<file path="src/rtl/sio_pkg.sv">
package sio_pkg;
    localparam logic ADDR_DATA = 1'b0;
    localparam logic ADDR_CTRL = 1'b1;
    localparam int CTRL_RUN  = 0;
    localparam int CTRL_FLAG = 1;
    localparam int CTRL_IE   = 2;
    localparam int CTRL_LSB  = 3;
endpackage

</file>
<file path="src/rtl/sio_edge_sync.sv">
module sio_edge_sync #(
    parameter int STAGES = 2
) (
    input  logic clk,
    input  logic rst_n,
    input  logic async_in,
    output logic rise,
    output logic fall
);
    logic [STAGES:0] chain_d, chain_q;

    always_comb begin
        chain_d = {chain_q[STAGES-1:0], async_in};
    end

    always_ff @(posedge clk or negedge rst_n) begin
        if (!rst_n) chain_q <= '1;
        else        chain_q <= chain_d;
    end

    assign rise = chain_q[STAGES-1] & ~chain_q[STAGES];
    assign fall = ~chain_q[STAGES-1] & chain_q[STAGES];
endmodule

</file>
<file path="src/rtl/sio_bit_counter.sv">
module sio_bit_counter #(
    parameter int WIDTH = 3,
    parameter int LAST  = 7
) (
    input  logic clk,
    input  logic rst_n,
    input  logic clear,
    input  logic step,
    output logic last
);
    logic [WIDTH-1:0] cnt_d, cnt_q;

    always_comb begin
        cnt_d = cnt_q;
        if (clear)     cnt_d = '0;
        else if (step) cnt_d = cnt_q + 1'b1;
    end

    always_ff @(posedge clk or negedge rst_n) begin
        if (!rst_n) cnt_q <= '0;
        else        cnt_q <= cnt_d;
    end

    assign last = (cnt_q == WIDTH'(LAST));
endmodule

</file>
<file path="src/rtl/sio_shift_port.sv">
module sio_shift_port #(
    parameter int DATA_W      = 8,
    parameter int SYNC_STAGES = 2
) (
    input  logic              clk,
    input  logic              rst_n,
    input  logic              cpu_wr_en,
    input  logic              cpu_addr,
    input  logic [DATA_W-1:0] cpu_wdata,
    output logic [DATA_W-1:0] cpu_rdata,
    input  logic              sck_in,
    input  logic              sdi,
    output logic              sdo,
    output logic              irq
);
    import sio_pkg::*;

    localparam int CNT_W = (DATA_W > 1) ? $clog2(DATA_W) : 1;

    typedef struct packed {
        logic [DATA_W-1:0] shreg;
        logic              run;
        logic              flag;
        logic              ie;
        logic              lsb;
        logic              sdo;
    } state_t;

    state_t st_d, st_q;

    logic sck_rise, sck_fall, cnt_last, cnt_clr, cnt_step;
    logic wr_ctrl, wr_data, done_evt, stop_req, set_flag, clr_flag;

    sio_edge_sync #(.STAGES(SYNC_STAGES)) i_sync (
        .clk      (clk),
        .rst_n    (rst_n),
        .async_in (sck_in),
        .rise     (sck_rise),
        .fall     (sck_fall)
    );

    sio_bit_counter #(.WIDTH(CNT_W), .LAST(DATA_W-1)) i_cnt (
        .clk   (clk),
        .rst_n (rst_n),
        .clear (cnt_clr),
        .step  (cnt_step),
        .last  (cnt_last)
    );

    always_comb begin
        st_d     = st_q;
        wr_ctrl  = cpu_wr_en && (cpu_addr == ADDR_CTRL);
        wr_data  = cpu_wr_en && (cpu_addr == ADDR_DATA);
        cnt_clr  = 1'b0;
        cnt_step = st_q.run && sck_rise;
        done_evt = st_q.run && sck_rise && cnt_last;
        stop_req = wr_ctrl && !cpu_wdata[CTRL_RUN];
        set_flag = done_evt && !stop_req;
        clr_flag = wr_ctrl && !cpu_wdata[CTRL_FLAG];

        if (st_q.run && sck_rise) begin
            if (st_q.lsb) st_d.shreg = {sdi, st_q.shreg[DATA_W-1:1]};
            else          st_d.shreg = {st_q.shreg[DATA_W-2:0], sdi};
        end
        if (st_q.run && sck_fall) begin
            st_d.sdo = st_q.lsb ? st_q.shreg[0] : st_q.shreg[DATA_W-1];
        end
        if (done_evt) begin
            st_d.run = 1'b0;
            st_d.sdo = 1'b1;
        end
        if (wr_data && !st_q.run) begin
            st_d.shreg = cpu_wdata;
        end
        if (wr_ctrl) begin
            st_d.ie = cpu_wdata[CTRL_IE];
            if (!st_q.run) begin
                st_d.lsb = cpu_wdata[CTRL_LSB];
                if (cpu_wdata[CTRL_RUN]) begin
                    st_d.run = 1'b1;
                    cnt_clr  = 1'b1;
                    st_d.sdo = cpu_wdata[CTRL_LSB] ? st_q.shreg[0]
                                                   : st_q.shreg[DATA_W-1];
                end
            end else if (stop_req) begin
                st_d.run = 1'b0;
                st_d.sdo = 1'b1;
            end
        end
        if (set_flag)      st_d.flag = 1'b1;
        else if (clr_flag) st_d.flag = 1'b0;
    end

    always_ff @(posedge clk or negedge rst_n) begin
        if (!rst_n) begin
            st_q       <= '0;
            st_q.sdo   <= 1'b1;
        end else begin
            st_q <= st_d;
        end
    end

    always_comb begin
        cpu_rdata = '0;
        if (cpu_addr == ADDR_CTRL) begin
            cpu_rdata[CTRL_RUN]  = st_q.run;
            cpu_rdata[CTRL_FLAG] = st_q.flag;
            cpu_rdata[CTRL_IE]   = st_q.ie;
            cpu_rdata[CTRL_LSB]  = st_q.lsb;
        end else begin
            cpu_rdata = st_q.shreg;
        end
    end

    assign sdo = st_q.sdo;
    assign irq = st_q.flag && st_q.ie;
endmodule

</file>
<file path="config.mk">
export PLATFORM = sky130hd
export DESIGN_NAME = sio_shift_port
export DESIGN_NICKNAME = d
export VERILOG_FILES = /design/src/rtl/sio_pkg.sv /design/src/rtl/sio_edge_sync.sv /design/src/rtl/sio_bit_counter.sv /design/src/rtl/sio_shift_port.sv
export SDC_FILE = /design/constraint.sdc
export NUM_CORES = 1
export LEC_CHECK = 0
export BUFFER_PORTS_ARGS = -buffer_cell sky130_fd_sc_hd__buf_2
export CORE_MARGIN = 2
export CORE_UTILIZATION = 55
export DETAILED_ROUTE_END_ITERATION = 10
export PLACE_DENSITY = 0.81
export SLEW_MARGIN = 0
export SYNTH_ARGS = -nofsm -noshare
export SYNTH_HDL_FRONTEND = slang
export SYNTH_SLANG_ARGS = --single-unit
</file>
<file path="constraint.sdc">
create_clock -name clk -period 3.6 [get_ports clk]
set_clock_uncertainty 0.1 [all_clocks]
set_input_delay 0.18 -clock clk [delete_from_list [all_inputs] [get_ports clk]]
set_output_delay 0.18 -clock clk [all_outputs]
set_load 0.02 [all_outputs]
</file>
==> Word-level counts from Yosys, hierarchy flattened <==
Cells that the tools add are included.
{ "word_totals": {"inputBits": 14, "word_cells": 59, "regBits": 19, "output_inout_bits": 10} }
{ "op_classes": {"n_eq_ne": 1, "mux": 25, "add_sub_neg": 1, "bitwise": 6, "reduce_logical": 18} }
{ "ops": {"columns": ["operator", "count"], "rows": [
  ["$mux 8", 3],
  ["$mux 1", 18],
  ["$logic_and 1x1->1", 10],
  ["$mux 4", 2],
  ["$mux 3", 2],
  ["$reduce_bool 2->1", 3],
  ["$logic_not 1->1", 4],
  ["$not 1->1", 4],
  ["$add 3x1->3 const B", 1],
  ["$eq 3x3->1 const B", 1],
  ["$and 1x1->1", 2],
  ["$reduce_and 2->1", 1]
]} }

==> Longest topological paths before layout <==
{ "depth": {"word_depth": 8, "depth_mapped": 5, "depth_no_buf": 5} }

==> Hierarchy <==
Synthesis repeated with hierarchy kept, for this count alone.
{ "hier_totals": {"hier_cells": 105, "hier_area_um2": 1053.5} }
{ "modules_own_cells": {"columns": ["module", "area_per_inst_um2", "n_inst", "seq_area_each_um2", "cells_per_inst"], "rows": [
  ["sio_shift_port", 819.5, 1, 326.6, 89],
  ["sio_bit_counter", 140.1, 1, 75.1, 11],
  ["sio_edge_sync", 93.8, 1, 78.8, 5]
]} }

==> Least setup slack after synthesis <==
No wires, ideal clock.
{ "synth_timing": {"path_type": "register to register", "from": "register i_sync.chain_q[1]", "to": "register st_q[10] (netlist bit)", "path_stages_with_launch": 5, "t_required_ns": 3.374, "setup_time_ns": 0.126, "arrival_time_ns": 1.196, "setup_slack_ns": 2.178, "cell_sequence": "dfstp_2 > and3b_1 > buf_2 > nor2_4 > a221o_1"} }
{ "synth_between": {"elab_chain_cells": 3} }
{ "synth_lines": {"columns": ["item", "line_no", "text"], "rows": [
  ["start: declaration", "sio_edge_sync.sv:10", "logic [STAGES:0] chain_d, chain_q;"],
  ["start signal: assignment", "sio_edge_sync.sv:18", "else chain_q <= chain_d;"],
  ["$and 1x1->1", "sio_edge_sync.sv:21", "assign rise = chain_q[STAGES-1] & ~chain_q[STAGES];"],
  ["$logic_and 1x1->1", "sio_shift_port.sv:61", "if (st_q.run && sck_rise) begin"],
  ["$reduce_bool 2->1 (no line)", null, null],
  ["end signal: assignment", "sio_shift_port.sv:99", "st_q <= st_d;"],
  ["end: declaration", "sio_shift_port.sv:29", "state_t st_d, st_q;"]
]} }
Every way passes these cells.
A chain may end at the register's enable or synchronous reset.

==> Final worst setup path <==
{ "layout_timing": {"from": "register st_q[1] (netlist bit)", "to": "output port cpu_rdata[3]"} }
{ "layout_between": {"elab_chain_cells": 1} }
{ "layout_lines": {"columns": ["item", "line_no", "text"], "rows": [
  ["$mux 4", "sio_shift_port.sv:105", "if (cpu_addr == ADDR_CTRL) begin"],
  ["end: declaration", "sio_shift_port.sv:10", "output logic [DATA_W-1:0] cpu_rdata,"]
]} }
Every way passes these cells.

==> results.md <==
- Total setup buffers inserted after CTS: 0
- Minimum clock period: 1.66 ns
- Outcome: finished, final reports clean
- Final GP Congestion: 0.807
- Max-cap viol count: 0
- Clk network pwr share: 0.136
- Number of global-route vias before repair: 735
- Max Fanout on Critical Path: 11
- Die extent in x: 47.1 um
- Commonest cells after routing, fill and taps aside: 23 x buf_2, 15 x dfrtp_1, 11 x nor2_1, 9 x mux2i_1, 9 x a221o_1
- Root Driver: clkbuf_4
- CORE AREA: 1750 sq um
- Final Setup Violations: 0
- Via density: 5.59
- Drt wl/cell: 15.0 um
- I/O pin count: 24
- Die Area: 2220 sq um
- Hold EP: st_q[12]
- Post-synth net total: 106
- Final Hold Viols: 0
- Clock sinks: 19
- Yosys Warn Count: 0
- P_int: 480 uW
- Synth Area in Compound Gates: 0.137
- WP data arrival: 1.38 ns
- PortBufs: 23
- Yosys reg bits: 19
- Worst skew pair latency: 0.29 ns
- DR DRC count: 0
- GR peak layer: met2
- Pwr per Cell Area: 639 nW/um^2
- Final Max Tran Viols: 0
- Final ANT Viol Nets: 0
- Area growth from synthesis to layout: 16.3%
- Setup CP Type: flop to output port
- Setup TNS: 0 ns
- Hold Path Class: input pin to flop
- Starting density of the core: 0.586
- CTS Buf Count: 3
- First-pass GRT wire length: 3170 um
- Reg2reg end: sdo
- Placed Instances: 134
- Met1 GRT Util: 0.275
- Top delay family on crit path: flip-flops
- Commonest non-fill, non-tap cell in the layout: buf_2
- 1st-iter DRT viols: 14
- H-tree Lvls: 1
- Rel. slew slack: 0.648
- Final Cycle Share: 0.461
- Antenna Cells: 0
- Register-to-register setup slack: 2.04 ns
- Mux cell area share after synthesis: 0.165
- Hold path startpoint: cpu_wdata[7]
- Routing usage on met2: 0.359
- Top_reg_cell synth: dfrtp_1
- Simple-gate share of the synthesized area: 0.162
- Largest family of logic cells by synthesized area: multiplexers
- Psw: 279 uW
- Data required, critical path: 3.32 ns
- Hold Path Cell Cnt: 2
- Die Y: 47.1 um
- Register area share after synthesis: 0.470
- DP HPWL: 1540 um
- Initial antenna violation count: 0
- Distinct cells, synth: 27
- Post-synthesis async set-or-reset flop share: 1.00
- Worst-Margin Slew: 0.528 ns
- Post-synth EDFFs: 0
- Layout Nets: 132
- Average instance area after synthesis: 11.4 sq um
- Reg power frac: 0.496
- CP peak stage delay: 0.58 ns
- GRT met3 Usage: 0.0577
- Post-Synth XOR/XNOR Area: 0.00857
- Finished Layout Cells: 140
- Clock transition at the registers of the reported paths: 0.10 ns
- Cell leakage power: 0.568 nW
- Layout cell share with drive strength beyond 1: 0.322
- Setup crit start kind: flop
- Critical path capture point type: output port
- Highest clock rate: 603 MHz
- Global Route Usage Sum: 0.209
- Sw Share: 0.368
- Worst-case reg-to-reg path depth: 3
- DRT Pass-1 Iters: 4
- CP Cell Sequence: mux2_2 -> buf_2
- Buffers and inverters on the worst path: 1
- Largest net degree at the start of global routing: 20
- Final WL: 2100 um
- Slowest cell on the critical path: dfrtp_1
- FF-to-FF Start: st_q[1]
- Syn Std Cell Area: 1020 sq um
- Logic pwr share: 0.368
- Synth Instances: 90
- Maximum vdd ir drop: 396 uV
- Total gr overflow: 0
- Dpl ws: 2.03 ns
- Setup ws final: 1.94 ns
- DR vias: 783
- CTS tree: yes
- Max clock buf depth: 2
- Adder-cell share of the synthesized area: 0.0245
- Unrepaired setup endpoints after global routing: false
- Filler cells: 143
- # rows: 15
## cell type report
| type | instances | area (sq um) | area share |
|---|---|---|---|
| inverters | 2 | 7.51 | 0.00632 |
| clock buffers | 4 | 26.3 | 0.0221 |
| repair buffers | 25 | 135 | 0.114 |
| flip-flops and latches | 19 | 480 | 0.404 |
| multi-input cells | 65 | 508 | 0.427 |
| well taps | 25 | 31.3 | 0.0263 |
## through the flow
stage | total power [mW] | instance area (sq um) | util | hold WS [ns]
final | 0.760 | 1190 | 0.681 | 0.0119
after global placement | 0.642 | 1140 | 0.654 | 0.0364
after CTS | 0.766 | 1190 | 0.681 | 0.00836
after floorplan | 0.576 | 1020 | - | -0.216
after global routing | 0.810 | 1190 | 0.681 | 0.000137
after detailed placement | 0.659 | 1140 | 0.654 | 0.0358
## Yosys cell counts, types with 2 or more instances
library cell,n,area (sq um)
dfrtp_1,15,375
nor2_1,11,41.3
a221o_1,9,90.1
mux2i_1,9,90.1
nand2_1,6,22.5
mux2_2,5,56.3
dfstp_2,4,105
nor2b_1,4,25.0
a21oi_1,3,15.0
buf_2,3,15.0
ha_1,2,25.0
inv_1,2,7.51
mux2_1,2,22.5
nand3b_1,2,15.0
## worst max path at each step
stage | startpoint | to | slack (ns) | depth (start not counted)
floorplan | i_sync.chain_q[1] | st_q[10] | 2.18 | 4
global placement | i_sync.chain_q[1] | st_q[11] | 2.09 | 3
detailed placement | st_q[1] | sdo | 2.03 | 3
CTS | st_q[1] | cpu_rdata[3] | 1.91 | 2
global route | st_q[1] | cpu_rdata[3] | 1.85 | 2
finish | st_q[1] | cpu_rdata[3] | 1.94 | 2
## kinds of logic (layout without fill, tap and decap cells)
kind of cell             Yosys count  count (layout)
buffers and inverters              6              31
AO/OA/AOI/OAI                     17              17
AND/OR/NAND/NOR                   29              29
XOR/XNOR                           1               1
adder cells (fa/ha/maj)            2               2
flip-flops                        19              19
multiplexers                      16              16
## power by group through the flow
stage               Combinational [mW]  Sequential, mW  Clock, mW
floorplan                        0.231           0.345          0
global placement                 0.268           0.374          0
detailed placement               0.280           0.379          0
CTS                              0.284           0.376      0.107
global route                     0.306           0.386      0.118
finish                           0.280           0.376      0.103
## flip-flops by register name (all words and copies together), names as in the netlist
| register | count |
|---|---|
| sdo | 1 |
| i_cnt.cnt_q | 3 |
| i_sync.chain_q | 3 |
| st_q | 12 |
## what timing repair did
item,in CTS,in global routing
setup endpoints to repair,0,0
hold buffers,2,0
gates resized for setup,0,0
hold endpoints to repair,16,0
## layer usage
metal,wire [um],vias up
li1,-,383
met1,978,382
met2,1000,18
met3,117,0
met4,0,0
met5,0,-
Power figures use the tool's default switching activity.
